### config.mk
export PLATFORM = sky130hd
export DESIGN_NAME = lsu_byte_lane
export DESIGN_NICKNAME = d
export VERILOG_FILES = /design/src/rtl/lsu_align_pkg.sv /design/src/rtl/lsu_addr_gen.sv /design/src/rtl/lsu_store_lane.sv /design/src/rtl/lsu_load_extract.sv /design/src/rtl/lsu_byte_lane.sv
export SDC_FILE = /design/constraint.sdc
export NUM_CORES = 1
export LEC_CHECK = 0
export ABC_AREA = 1
export BUFFER_PORTS_ARGS = -buffer_cell sky130_fd_sc_hd__buf_2
export CELL_PAD_IN_SITES_DETAIL_PLACEMENT = 0
export CELL_PAD_IN_SITES_GLOBAL_PLACEMENT = 2
export CORE_MARGIN = 10
export CORE_UTILIZATION = 18
export DETAILED_ROUTE_END_ITERATION = 12
export PLACE_DENSITY_LB_ADDON = 0.1
export SETUP_SLACK_MARGIN = 0.5
export SLEW_MARGIN = 20
export SYNTH_ARGS = -nofsm -noshare
export SYNTH_HDL_FRONTEND = slang
export SYNTH_HIERARCHICAL = 1
export SYNTH_SLANG_ARGS = --single-unit
### constraint.sdc
create_clock -name vclk -period 5
set_clock_uncertainty 0.2 [all_clocks]
set_input_delay 1.5 -clock vclk [all_inputs]
set_output_delay 1.5 -clock vclk [all_outputs]
set_load 0.05 [all_outputs]
### src/rtl/lsu_align_pkg.sv
package lsu_align_pkg;

  localparam logic [5:0] OP_LDB = 6'h20;
  localparam logic [5:0] OP_LDW = 6'h23;
  localparam logic [5:0] OP_STB = 6'h28;
  localparam logic [5:0] OP_STW = 6'h2b;

  typedef enum logic [1:0] {
    SZ_NONE = 2'd0,
    SZ_BYTE = 2'd1,
    SZ_WORD = 2'd2
  } acc_size_e;

  typedef struct packed {
    logic      rd;
    logic      wr;
    acc_size_e size;
  } acc_kind_t;

  function automatic acc_kind_t decode_access(input logic [5:0] op);
    acc_kind_t k;
    k = '{rd: 1'b0, wr: 1'b0, size: SZ_NONE};
    case (op)
      OP_LDB: k = '{rd: 1'b1, wr: 1'b0, size: SZ_BYTE};
      OP_LDW: k = '{rd: 1'b1, wr: 1'b0, size: SZ_WORD};
      OP_STB: k = '{rd: 1'b0, wr: 1'b1, size: SZ_BYTE};
      OP_STW: k = '{rd: 1'b0, wr: 1'b1, size: SZ_WORD};
      default: k = '{rd: 1'b0, wr: 1'b0, size: SZ_NONE};
    endcase
    return k;
  endfunction

endpackage

### src/rtl/lsu_addr_gen.sv
module lsu_addr_gen #(
  parameter int ADDR_W = 32,
  parameter int OFF_W  = 16,
  parameter int SEL_W  = 2
) (
  input  logic [ADDR_W-1:0]       base_val,
  input  logic [OFF_W-1:0]        offset,
  input  logic                    big_end,
  input  lsu_align_pkg::acc_kind_t kind,
  output logic [ADDR_W-SEL_W-1:0] word_addr,
  output logic [SEL_W-1:0]        lane,
  output logic                    misaligned
);
  import lsu_align_pkg::*;

  localparam int EXT_W = ADDR_W - OFF_W;

  function automatic logic [ADDR_W-1:0] eff_sum(input logic [ADDR_W-1:0] b,
                                                input logic [OFF_W-1:0] o);
    return b + {{EXT_W{o[OFF_W-1]}}, o};
  endfunction

  function automatic logic [SEL_W-1:0] lane_map(input logic [SEL_W-1:0] low,
                                                input logic be);
    return be ? ~low : low;
  endfunction

  logic [ADDR_W-1:0] ea;
  logic [SEL_W-1:0]  low_bits;

  assign ea         = eff_sum(base_val, offset);
  assign low_bits   = ea[SEL_W-1:0];
  assign word_addr  = ea[ADDR_W-1:SEL_W];
  assign lane       = lane_map(low_bits, big_end);
  assign misaligned = (kind.size == SZ_WORD) && (low_bits != '0);

endmodule

### src/rtl/lsu_store_lane.sv
module lsu_store_lane #(
  parameter int DATA_W = 32,
  parameter int SEL_W  = 2
) (
  input  lsu_align_pkg::acc_kind_t kind,
  input  logic [SEL_W-1:0]         lane,
  input  logic                     misaligned,
  input  logic [DATA_W-1:0]        st_data,
  output logic [DATA_W/8-1:0]      byte_wen,
  output logic [DATA_W-1:0]        mem_wdata
);
  import lsu_align_pkg::*;

  localparam int LANES = DATA_W / 8;

  logic byte_st;
  logic word_st;
  logic [LANES-1:0] hit;

  assign byte_st = kind.wr && (kind.size == SZ_BYTE);
  assign word_st = kind.wr && (kind.size == SZ_WORD) && !misaligned;

  for (genvar k = 0; k < LANES; k++) begin : g_lane
    assign hit[k]           = (lane == SEL_W'(k));
    assign byte_wen[k]      = (byte_st && hit[k]) || word_st;
    assign mem_wdata[8*k+:8] = word_st              ? st_data[8*k+:8] :
                               (byte_st && hit[k])  ? st_data[7:0]    : 8'h00;
  end

  always_comb begin
    if (byte_st) begin
      assert_byte_onehot_R4: assert ($countones(byte_wen) == 1);
    end
  end

  always_comb begin
    if (byte_st) begin
      for (int j = 0; j < LANES; j++) begin
        if (byte_wen[j]) begin
          assert_byte_on_lane_R4: assert (mem_wdata[8*j+:8] == st_data[7:0]);
        end
      end
    end
  end

endmodule

### src/rtl/lsu_load_extract.sv
module lsu_load_extract #(
  parameter int DATA_W = 32,
  parameter int SEL_W  = 2
) (
  input  lsu_align_pkg::acc_kind_t kind,
  input  logic [SEL_W-1:0]         lane,
  input  logic                     misaligned,
  input  logic [DATA_W-1:0]        mem_rdata,
  output logic [DATA_W-1:0]        load_val
);
  import lsu_align_pkg::*;

  localparam int LANES = DATA_W / 8;

  function automatic logic [DATA_W-1:0] sext8(input logic [7:0] b);
    return {{(DATA_W-8){b[7]}}, b};
  endfunction

  logic [7:0] lane_byte [LANES];
  logic [7:0] picked;

  for (genvar k = 0; k < LANES; k++) begin : g_split
    assign lane_byte[k] = mem_rdata[8*k+:8];
  end

  assign picked = lane_byte[lane];

  always_comb begin
    load_val = '0;
    if (kind.rd && !misaligned) begin
      if (kind.size == SZ_BYTE) load_val = sext8(picked);
      else if (kind.size == SZ_WORD) load_val = mem_rdata;
    end
  end

  always_comb begin
    if (kind.rd && kind.size == SZ_BYTE) begin
      assert_sign_fill_R3: assert (load_val[DATA_W-1:8] == {(DATA_W-8){load_val[7]}});
    end
  end

endmodule

### src/rtl/lsu_byte_lane.sv
module lsu_byte_lane #(
  parameter int DATA_W = 32,
  parameter int OFF_W  = 16
) (
  input  logic [5:0]          op_code,
  input  logic                big_end,
  input  logic [DATA_W-1:0]   base_val,
  input  logic [OFF_W-1:0]    offset,
  input  logic [DATA_W-1:0]   st_data,
  input  logic [DATA_W-1:0]   mem_rdata,
  output logic [DATA_W-3:0]   word_addr,
  output logic [DATA_W/8-1:0] byte_wen,
  output logic [DATA_W-1:0]   mem_wdata,
  output logic [DATA_W-1:0]   load_val,
  output logic                misaligned
);
  import lsu_align_pkg::*;

  localparam int LANES = DATA_W / 8;
  localparam int SEL_W = $clog2(LANES);

  acc_kind_t        kind;
  logic [SEL_W-1:0] lane;
  logic             mis_w;

  assign kind       = decode_access(op_code);
  assign misaligned = mis_w;

  lsu_addr_gen #(.ADDR_W(DATA_W), .OFF_W(OFF_W), .SEL_W(SEL_W)) u_addr (
    .base_val  (base_val),
    .offset    (offset),
    .big_end   (big_end),
    .kind      (kind),
    .word_addr (word_addr),
    .lane      (lane),
    .misaligned(mis_w)
  );

  lsu_store_lane #(.DATA_W(DATA_W), .SEL_W(SEL_W)) u_store (
    .kind      (kind),
    .lane      (lane),
    .misaligned(mis_w),
    .st_data   (st_data),
    .byte_wen  (byte_wen),
    .mem_wdata (mem_wdata)
  );

  lsu_load_extract #(.DATA_W(DATA_W), .SEL_W(SEL_W)) u_load (
    .kind      (kind),
    .lane      (lane),
    .misaligned(mis_w),
    .mem_rdata (mem_rdata),
    .load_val  (load_val)
  );

  always_comb begin
    if (mis_w) begin
      assert_misaligned_no_write_R6: assert (byte_wen == '0 && load_val == '0);
    end
  end

  always_comb begin
    if (kind.wr && kind.size == SZ_WORD && !mis_w) begin
      assert_word_all_lanes_R5: assert (byte_wen == {LANES{1'b1}});
    end
  end

  always_comb begin
    if (!kind.wr) begin
      assert_no_write_when_not_store_R7: assert (byte_wen == '0);
    end
  end

endmodule

After elaboration in Yosys (flattened, before gate mapping). Index checks and enable logic that the tools add are counted.

Register bits after elaboration: 0. Input port bits: 119. Output and inout port bits: 99. Word-level logic and storage cells: 45.

Add/subtract/negate cells: 1. $lt $le $gt $ge: 1. Equality and inequality tests: 9. Muxes and demuxes: 16. Bitwise gates (word level): 2. Reductions and logical operators: 16.

Operators with widths (number): $mux 32 (3); $mux 8 (10); $add 32x32->32 (1); $eq 6x6->1 const B (4); $bmux 8 s2 (1); $pmux 4 s4 (1); $logic_and 1x1->1 (9); $eq 2x2->1 const B (3); $eq 2x1->1 const B (2); $logic_or 1x1->1 (4); $ge 3x3->1 const B (1); $not 2->3 (1); $logic_not 2->1 (1); $mux 2 (1); $not 2->2 (1); $reduce_bool 2->1 (1); $logic_not 1->1 (1).

Depth between registers and ports, before layout. Gate-level depths: netlist (run 1).

Depth in word-level cells: 9. Gate-level depth with buffers: 12. Gate-level depth less buffers: 12.

Hierarchy. The synthesis (run 1) kept the hierarchy.

Modules (own cells, without submodules): lsu_addr_gen (times used 1, cells each 509, area each 2399.8 µm², seq. area each 0.0 µm²); lsu_load_extract (times used 1, cells each 180, area each 870.8 µm², seq. area each 0.0 µm²); lsu_store_lane (times used 1, cells each 126, area each 610.6 µm², seq. area each 0.0 µm²); lsu_byte_lane (times used 1, cells each 16, area each 67.6 µm², seq. area each 0.0 µm²).

Worst setup path after synthesis (run 1). OpenSTA, ideal clock, no wires.

Path kind: input-to-output. Start point: input offset[0]. End point: output load_val[11]. Arrival: 3990 ps. Required time: 3300 ps. Path slack: -690 ps. Cell stages on the path: 10. Path buffers: 1. Cells stage by stage: ha_1 -> inv_1 -> fa_1 -> inv_1 -> o21ai_0 -> nor2_1 -> inv_1 -> nand2_1 -> clkbuf_1 -> a21oi_2.

Elaborated cells between the ends (all ways): 13. Those cells by class: 1 x add/sub; 6 x mux; 2 x bitwise; 4 x reduce/logical.

RTL lines: start, declared (line lsu_byte_lane.sv:8) `input logic [OFF_W-1:0] offset,`; $add 32x32->32 (line lsu_addr_gen.sv:20) `return b + {{EXT_W{o[OFF_W-1]}}, o};`; $reduce_bool 2->1 (line lsu_addr_gen.sv:35) `assign misaligned = (kind.size == SZ_WORD) && (low_bits != '0);`; $logic_and 1x1->1 (line lsu_addr_gen.sv:35); net misaligned (line lsu_byte_lane.sv:15) `output logic misaligned`; $logic_not 1->1 (line lsu_load_extract.sv:30) `if (kind.rd && !misaligned) begin`; $logic_and 1x1->1 (line lsu_load_extract.sv:30); $mux 32 (line lsu_load_extract.sv:30); end, declared (line lsu_byte_lane.sv:14) `output logic [DATA_W-1:0] load_val,`.

The timed path passes the listed nets, and every way through them passes these cells. The select of a mux whose other input is x is not followed.

Final worst setup path (run 1).
Start point: input base_val[0]. End point: output load_val[21].

Longest elaborated chain between the ends: 9. Elaborated cells between the ends (all ways): 13. Those cells by class: 1 x add/sub; 6 x mux; 2 x bitwise; 4 x reduce/logical.

Ends and longest elaborated chain: start, declared (line lsu_byte_lane.sv:7) `input logic [DATA_W-1:0] base_val,`; $add 32x32->32 (*) (line lsu_addr_gen.sv:20); $not 2->2 (line lsu_addr_gen.sv:25) `return be ? ~low : low;`; $mux 2 (*) (line lsu_addr_gen.sv:25); net lane[1] (line lsu_byte_lane.sv:23) `logic [SEL_W-1:0] lane;`; $not 2->3 (implied by the code) (*) (line lsu_load_extract.sv:26) `assign picked = lane_byte[lane];`; $bmux 8 s2 (*) (line lsu_load_extract.sv:26); $mux 8 (implied by the code) (*) (2 in a row) (line lsu_load_extract.sv:26); $mux 32 (*) (line lsu_load_extract.sv:31) `if (kind.size == SZ_BYTE) load_val = sext8(picked);`; $mux 32 (*) (line lsu_load_extract.sv:30).

Mark *: on every way through the listed nets, which the timed path passes. The rest lies on a longest branch. The select of a mux whose other input is x is not followed.

==> metrics.md, run 1 <==
| Metric | Value |
|---|---|
| F_max | `196 MHz` |
| CP Cell Sequence | `buf_6 > ha_4 > inv_2 > fa_2 > xnor2_2 > buf_4 > clkinv_4 > nand3_4 > nand2_4 > nand2_8 > buf_12 > a21oi_4 > buf_6` |
| GRT overflow | `0` |
| Drt wl/cell | `14.9 microns` |
| Port Buffers | `218` |
| Final setup violation count | `53` |
| DRT Wirelength | `21200 microns` |
| Finished Cell Area | `9920 sq um` |
| Hold Path Stages | `4` |
| Die area | `28300 sq um` |
| Hold buffers post-CTS | `0` |
| Max-slew violations | `0` |
| Cell Rows | `54` |
| Fillers | `2269` |
| Total Neg Setup Slack | `-2.86 ns` |
| Gpl congestion | `0.776` |
| Mean Syn Cell Area | `4.75 sq um` |
| First-pass GRT wire length | `33600 microns` |
| Die Wd | `168 microns` |
| Layout Area Growth over Synthesis | `151%` |
| Clock buffers | `0` |
| Final Hold Vio Count | `0` |
| Final nets | `1294` |
| Final Worst Setup Slack | `-0.102 ns` |
| I/O pin count | `218` |
| WP data required | `3.30 ns` |
| Yosys top cell area share | `0.343` |
| Unrepaired setup endpoints after global routing | `yes` |
| WHS | `3.16 ns` |
| Tcrit/Tclk final | `1.02` |
| Hold path start | `st_data[26]` |
| FF+latch count | `0` |
| Slew @ Worst Pin | `0.401 ns` |
| Post-synthesis sequential area ratio | `0` |
| Global-route usage over all layers | `0.140` |
| Critical path type | `input port to primary output` |
| Max VDD drop | `0.0993 mV` |
| DRT antenna net count | `0` |
| Power Density | `126 nW/um^2` |
| Worst setup SP type | `input port` |
| Most used cell, CP | `buf_6` |
| CP endpoint kind | `primary output` |
| Cell accounting for the most synthesized area | `nand2_1` |
| Post-DP HPWL | `17100 microns` |
| Post-Syn Nets | `982` |
| Synth unique cells | `30` |
| Effective utilization at floorplan | `0.182` |
| Max_cap viols | `0` |
| Syn Std Cell Area | `3950 sq um` |
| Pre-CTS WS | `-0.250 ns` |
| Placement Cell Area | `7020 sq um` |
| Die height | `168 microns` |
| Failing checks | `setup timing` |
| Slew HR | `0.732` |
| Minimum clock period | `5.10 ns` |
| YS warnings | `6` |
| Crit path max fanout | `5` |
| Slowest stage delay, CP | `0.46 ns` |
| Iteration count of the initial detailed-routing pass | `4` |
| Post-Syn Instances | `831` |
| Vias in the first global route | `6363` |
| Worst min-delay path class | `input port to primary output` |
| Min-Delay Endpoint | `mem_wdata[26]` |
| Worst path slowest cell | `fa_2` |
| Via count | `6021` |
| Largest net degree at the start of global routing | `34` |
| DRC Markers | `0` |
| Crit path arrival time | `3.40 ns` |
| Top post-synthesis cells by area | `nand2_1 (34%), inv_1 (15%), nand3_1 (14%)` |
| Vias per cell | `4.23` |
| Initial drt markers | `182` |
| FF+latch area | `0 sq um` |
| Share of cells above drive strength 1 | `0.608` |
| Core area | `21700 sq um` |
| Leak | `4.87 nW` |
| Status | `finished with violations` |
| Initial antenna violation count | `1` |
cell usage after synthesis, drive strengths merged:
cell type / number
clkbuf: 3
nand2: 368
inv: 161
clkinv: 2
a21oi: 53
nand3: 111
xnor2: 4
ha: 31
fa: 1
nand4: 5
a21o: 1
o21ai: 1
nor2: 52
nor3: 3
xor2: 13
o21bai: 3
buf: 18
or2: 1
metrics by stage:
stage	total power, mW	instances	utilization
final	1.25	1422	0.458
after global routing	1.35	1422	0.458
after CTS	1.20	1409	0.429
after detailed placement	0.886	1377	0.324
after global placement	0.887	1377	0.324
after floorplan	0.579	831	-
cell families after synthesis:
kind of cell,after synthesis,synth area share
xor gates and xnor gates,17,0.0377
AOI/OAI and AO/OA,58,0.0960
adders and majority gates,32,0.103
and+or+nand+nor,540,0.572
buffers and inverters,184,0.191
metal layers:
metal | up-vias | GRT usage | share of wire
met5 | - | 0 | 0
met4 | 0 | 0.00681 | 0.0027
met3 | 4 | 0.0189 | 0.046
met2 | 135 | 0.256 | 0.51
met1 | 2725 | 0.177 | 0.44
li1 | 3157 | - | -
report_power, final:
part | switching [mW] | internal [mW]
sequential | 0 | 0
clock | 0 | 0.0000000268
combinational | 0.706 | 0.545
total | 0.706 | 0.545
worst max path at each step:
stage                    endpoint  slack (ns)  cells after the start        start
detailed placement   load_val[21]       -0.25                     13    offset[0]
floorplan            load_val[11]       -0.16                     10    offset[0]
finish               load_val[21]       -0.10                     13  base_val[0]
global route         load_val[21]       -0.20                     13  base_val[0]
CTS                 mem_wdata[21]       -0.12                     13  base_val[0]
global placement     load_val[11]       -0.22                     13    offset[0]
timing repair:
action,CTS,global route
resized for setup,496,98
buffers inserted,29,8
pin swaps,78,35
setup endpoints to repair,97,98
gates cloned,3,4
cells in the final DEF (no fill, tap or decap), drive strengths merged:
cell type  instances
diode              1
clkinv             1
nor3               3
nand4              5
inv              162
ha                31
nand2            368
o21bai             3
nor2              52
xor2              13
or2                1
xnor2              4
a21o               1
fa                 1
o21ai              1
clkbuf             4
a21oi             53
nand3            111
buf              327
critical path: cells and delay by family:
family                     cells  cell delay (ns)
and+or+nand+nor                3             0.25
buffers and inverters          6             0.72
xor gates and xnor gates       1             0.17
AOI/OAI and AO/OA              1             0.14
adders and majority gates      2             0.61
layout make-up:
cell class / instances / area (sq um) / share of cell area
diodes: 1 / 2.50 / 0.000252
inverters: 163 / 629 / 0.0634
multi-input cells: 647 / 5610 / 0.566
well taps: 280 / 350 / 0.0353
repair buffers: 331 / 3330 / 0.335
Note: power is estimated with default switching activity, not from simulation.
==> run 2, diff against run 1 <==
--- a/config.mk
+++ b/config.mk
@@ -13,7 +13,7 @@
 export CORE_UTILIZATION = 18
 export DETAILED_ROUTE_END_ITERATION = 12
 export PLACE_DENSITY_LB_ADDON = 0.1
-export SETUP_SLACK_MARGIN = 0.5
+export SETUP_SLACK_MARGIN = 0.3
 export SLEW_MARGIN = 20
 export SYNTH_ARGS = -nofsm -noshare
 export SYNTH_HDL_FRONTEND = slang
==> run 2 against run 1 <==
The flow still finishes with violations (setup timing). Via count fell by 2.6%. Combinational power fell by 14%. Sequential cell count is the same. Largest cell class unchanged. Largest power group unchanged.
==> metrics.md, run 2 (same netlist as run 1, synthesis figures left out) <==
| Metric | Value |
|---|---|
| FF+latch area | `0 sq um` |
| DRT Wirelength | `20300 microns` |
| Critical path type | `input port to primary output` |
| Clock buffers | `0` |
| Tcrit/Tclk final | `1.02` |
| Port Buffers | `218` |
| Max VDD drop | `0.0881 mV` |
| Core area | `21700 sq um` |
| Finished Cell Area | `8830 sq um` |
| Failing checks | `setup timing` |
| Effective utilization at floorplan | `0.182` |
| Final nets | `1266` |
| Global-route usage over all layers | `0.133` |
| Pre-CTS WS | `-0.427 ns` |
| Final setup violation count | `68` |
| Drt wl/cell | `14.6 microns` |
| Iteration count of the initial detailed-routing pass | `4` |
| Slew HR | `0.796` |
| First-pass GRT wire length | `32100 microns` |
| Sum of buffers and inverters on the critical path | `4` |
| Die height | `168 microns` |
| DRC Markers | `0` |
| Crit path max fanout | `6` |
| Placed cells | `1367` |
| Share of cells above drive strength 1 | `0.539` |
| Status | `finished with violations` |
| Initial drt markers | `247` |
| Leak | `4.47 nW` |
| Placement Cell Area | `6700 sq um` |
| Power Density | `123 nW/um^2` |
| Total Neg Setup Slack | `-2.57 ns` |
| Commonest non-fill, non-tap cell in the layout | `nand2_1` |
| WP data required | `3.30 ns` |
| Max-slew violations | `0` |
| Most frequent cells in the layout | `nand2_1 (245), inv_1 (151), buf_2 (119)` |
| Slowest stage delay, CP | `0.49 ns` |
| Power Total | `1.08 mW` |
| Min-Delay Endpoint | `load_val[31]` |
| Hold buffers post-CTS | `0` |
| Die Wd | `168 microns` |
| Util after Layout | `0.407` |
| DRT antenna net count | `0` |
| Vias in the first global route | `6166` |
| GRT overflow | `0` |
| Max_cap viols | `0` |
| Hold Path Stages | `4` |
| CP endpoint kind | `primary output` |
| Slew @ Worst Pin | `0.305 ns` |
| Worst min-delay path class | `input port to primary output` |
| Post-DP HPWL | `16800 microns` |
| WHS | `3.19 ns` |
| Final Hold Vio Count | `0` |
| Hold path start | `mem_rdata[31]` |
| Crit. path cell count | `11` |
| Crit path arrival time | `3.39 ns` |
| Cell Rows | `54` |
| Worst path slowest cell | `fa_2` |
| Vias per cell | `4.21` |
| F_max | `196 MHz` |
| Unrepaired setup endpoints after global routing | `yes` |
| Die area | `28300 sq um` |
| Worst setup SP type | `input port` |
| Layout Area Growth over Synthesis | `124%` |
| Largest net degree at the start of global routing | `34` |
| Cell family with most CP delay | `adder cells` |
| Via count | `5864` |
| FF+latch count | `0` |
| Final Worst Setup Slack | `-0.0916 ns` |
| Gpl congestion | `0.779` |
| I/O pin count | `218` |
| CP Cell Sequence | `buf_8 > ha_4 > inv_2 > fa_2 > xnor2_4 > nand3_2 > nand2_4 > nand2_8 > clkbuf_16 > a21oi_4 > buf_12` |
| Fin cells | `1394` |
| Initial antenna violation count | `0` |
| Minimum clock period | `5.09 ns` |
-- run 2: cell types whose count changed in the layout (fill, tap and decap cells not counted), moves of 10 or more --
cell	delta
nand3_1	+44
a21oi_2	+10
nand2_1	+26
nand3_2	-27
buf_8	-39
buf_6	+17
nand2_4	-14
nand3_4	-17
-- run 2: repair_timing --
| item | in CTS | in global routing |
|---|---|---|
| gates cloned | 2 | 2 |
| setup buffers | 13 | 9 |
| pin swaps | 36 | 75 |
| endpoints found under the setup margin | 94 | 95 |
| resized for setup | 305 | 159 |
| endpoints found under the hold margin | 0 | 0 |
-- run 2: worst max-delay path by stage --
stage,start,endpoint
2_1_floorplan,offset[0],load_val[11]
3_3_place_gp,offset[0],load_val[11]
3_5_place_dp,offset[0],load_val[21]
4_1_cts,offset[0],mem_wdata[18]
5_1_grt,offset[0],load_val[12]
6_report,offset[0],load_val[15]
-- run 2: where the power goes --
part           internal, mW     total, mW  switching (mW)
Combinational         0.443          1.08           0.639
Clock          0.0000000269  0.0000000269               0
Sequential                0             0               0
-- run 2: layout make-up --
type | count | area (sq um)
fill | 2337 | 12900
inverter | 163 | 621
multi-input combinational | 647 | 5050
timing repair buffer | 303 | 2800
antenna | 1 | 2.50
tap | 280 | 350
-- run 2: metal layers --
metal / GRT usage / vias to the layer above / wire, microns
met5: 0 / - / 0
met4: 0.00719 / 0 / 136
met3: 0.0172 / 5 / 984
met2: 0.239 / 132 / 10000
met1: 0.173 / 2632 / 9200
li1: - / 3095 / -
==> run 3, diff against run 2 <==
--- a/config.mk
+++ b/config.mk
@@ -12,7 +12,7 @@
 export CORE_MARGIN = 10
 export CORE_UTILIZATION = 18
 export DETAILED_ROUTE_END_ITERATION = 12
-export PLACE_DENSITY_LB_ADDON = 0.1
+export PLACE_DENSITY_LB_ADDON = 0.3
 export SETUP_SLACK_MARGIN = 0.3
 export SLEW_MARGIN = 20
 export SYNTH_ARGS = -nofsm -noshare
==> run 3 against run 2 <==
Power up 3.1%. Highest routed layer is now met5. Clock-buffer cell count unchanged. Sequential share of layout area did not move. First-iteration DRC count up 18%. Worst setup slack gained 0.0079 ns. Critical path depth rose by 1. Combinational power rose by 4%. The run still ends with setup timing left. Die area unchanged. Routed wire length fell by 0.21%.
==> metrics.md, run 3 (same netlist as run 1, synthesis figures left out) <==
| Metric | Value |
|---|---|
| Status | `finished with violations` |
| Failing checks | `setup timing` |
| DRT Wirelength | `20300 microns` |
| Global-route usage over all layers | `0.133` |
| Leak | `4.40 nW` |
| I/O pin count | `218` |
| Hold Path Stages | `4` |
| Effective utilization at floorplan | `0.182` |
| Worst setup SP type | `input port` |
| Vias in the first global route | `6045` |
| Via count | `5873` |
| Final nets | `1251` |
| Clock buffers | `0` |
| Vias per cell | `4.26` |
| Net Sw Frac | `0.590` |
| Min-Delay Endpoint | `mem_wdata[13]` |
| Die area | `28300 sq um` |
| Post-DP HPWL | `16600 microns` |
| Max_cap viols | `0` |
| F_max | `197 MHz` |
| N_diodes | `0` |
| Slew @ Worst Pin | `0.334 ns` |
| First-pass GRT wire length | `32200 microns` |
| Gpl congestion | `0.798` |
| Core area | `21700 sq um` |
| DRT antenna net count | `0` |
| Final setup violation count | `56` |
| Placed cells | `1360` |
| Max-slew violations | `0` |
| Placement Cell Area | `6700 sq um` |
| Final Worst Setup Slack | `-0.0837 ns` |
| Commonest non-fill, non-tap cell in the layout | `nand2_1` |
| WHS | `3.20 ns` |
| GRT overflow | `0` |
| Iteration count of the initial detailed-routing pass | `4` |
| Initial antenna violation count | `1` |
| Minimum clock period | `5.08 ns` |
| Share of cells above drive strength 1 | `0.552` |
| Tcrit/Tclk final | `1.02` |
| Drt wl/cell | `14.7 microns` |
| Layout Area Growth over Synthesis | `128%` |
| Util after Layout | `0.415` |
| Cell Rows | `54` |
| Seq pwr share | `0` |
| WP data required | `3.30 ns` |
| Die height | `168 microns` |
| Crit path max fanout | `7` |
| Finished Cell Area | `9010 sq um` |
| Worst min-delay path class | `input port to primary output` |
| Hold buffers post-CTS | `0` |
| Crit path arrival time | `3.38 ns` |
| Slew HR | `0.777` |
| Fin cells | `1378` |
| Pint | `457 uW` |
| Hold path start | `st_data[13]` |
| Most frequent cells in the layout | `nand2_1 (245), inv_1 (149), buf_2 (122)` |
| Pre-CTS WS | `-0.246 ns` |
| Fillers | `2294` |
| Port Buffers | `218` |
| Critical path type | `input port to primary output` |
| Combinational Power Share | `1.000` |
| Switch Pwr | `659 uW` |
| Max VDD drop | `0.104 mV` |
| Power Density | `124 nW/um^2` |
| FF+latch area | `0 sq um` |
| Clock power frac | `0` |
| Final Hold Vio Count | `0` |
| DRC Markers | `0` |
| Unrepaired setup endpoints after global routing | `yes` |
| Die Wd | `168 microns` |
| Initial drt markers | `291` |
| Multi-input gate area | `5260 sq um` |
| Largest net degree at the start of global routing | `37` |
| CP endpoint kind | `primary output` |
| FF+latch count | `0` |
run 3: cell types whose count changed in the layout (fill, tap and decap cells not counted), sizes merged:
cell / change
clkbuf: -1
diode: -1
buf: -14
run 3: repair_timing:
action,in CTS,in global routing
gates resized for setup,321,191
setup endpoints to repair,94,93
setup buffers,7,8
pin swaps,21,66
gates cloned,2,1
run 3: worst max-delay path by stage:
stage	startpoint	to	slack (ns)	cells past startpoint
6_report	base_val[0]	load_val[24]	-0.08	12
5_1_grt	base_val[0]	load_val[23]	-0.16	12
4_1_cts	base_val[0]	load_val[22]	-0.08	13
3_5_place_dp	offset[0]	load_val[21]	-0.25	13
3_3_place_gp	offset[0]	mem_wdata[20]	-0.26	11
2_1_floorplan	offset[0]	load_val[11]	-0.17	10
run 3: stage by stage:
step	setup TNS [ns]	power [mW]
after global routing	-7.86	1.21
after detailed placement	-14.20	0.826
after CTS	-1.54	0.991
after global placement	-13.90	0.830
final	-2.70	1.12
after floorplan	-3.75	0.532
run 3: cell type report:
| cell class | count | share of cell area |
|---|---|---|
| inverter | 163 | 0.0701 |
| timing repair buffer | 288 | 0.308 |
| multi-input combinational | 647 | 0.583 |
| tap | 280 | 0.0389 |
run 3: power groups by stage:
stage                     registers (mW)  clock network, mW  logic, mW
after floorplan                        0                  0      0.532
after global placement                 0                  0      0.830
final                                  0                  0       1.12
after detailed placement               0                  0      0.826
after CTS                              0                  0      0.991
after global routing                   0                  0       1.21
run 3: routing by layer:
layer | GRT usage | vias up | wire length (microns)
li1 | - | 3071 | -
met1 | 0.174 | 2633 | 9080
met2 | 0.232 | 159 | 9830
met3 | 0.0214 | 8 | 1240
met4 | 0.00871 | 2 | 109
met5 | 0 | - | 13
run 3: worst max-delay path, cell delays in order:
cell and delay (ns):
buf_6 0.10, ha_4 0.15, inv_2 0.05, fa_2 0.47, xnor2_2 0.22, buf_12 0.16, nand3_4 0.07, nand2_4 0.09
nand2_8 0.09, buf_16 0.18, a21oi_4 0.12, buf_6 0.17
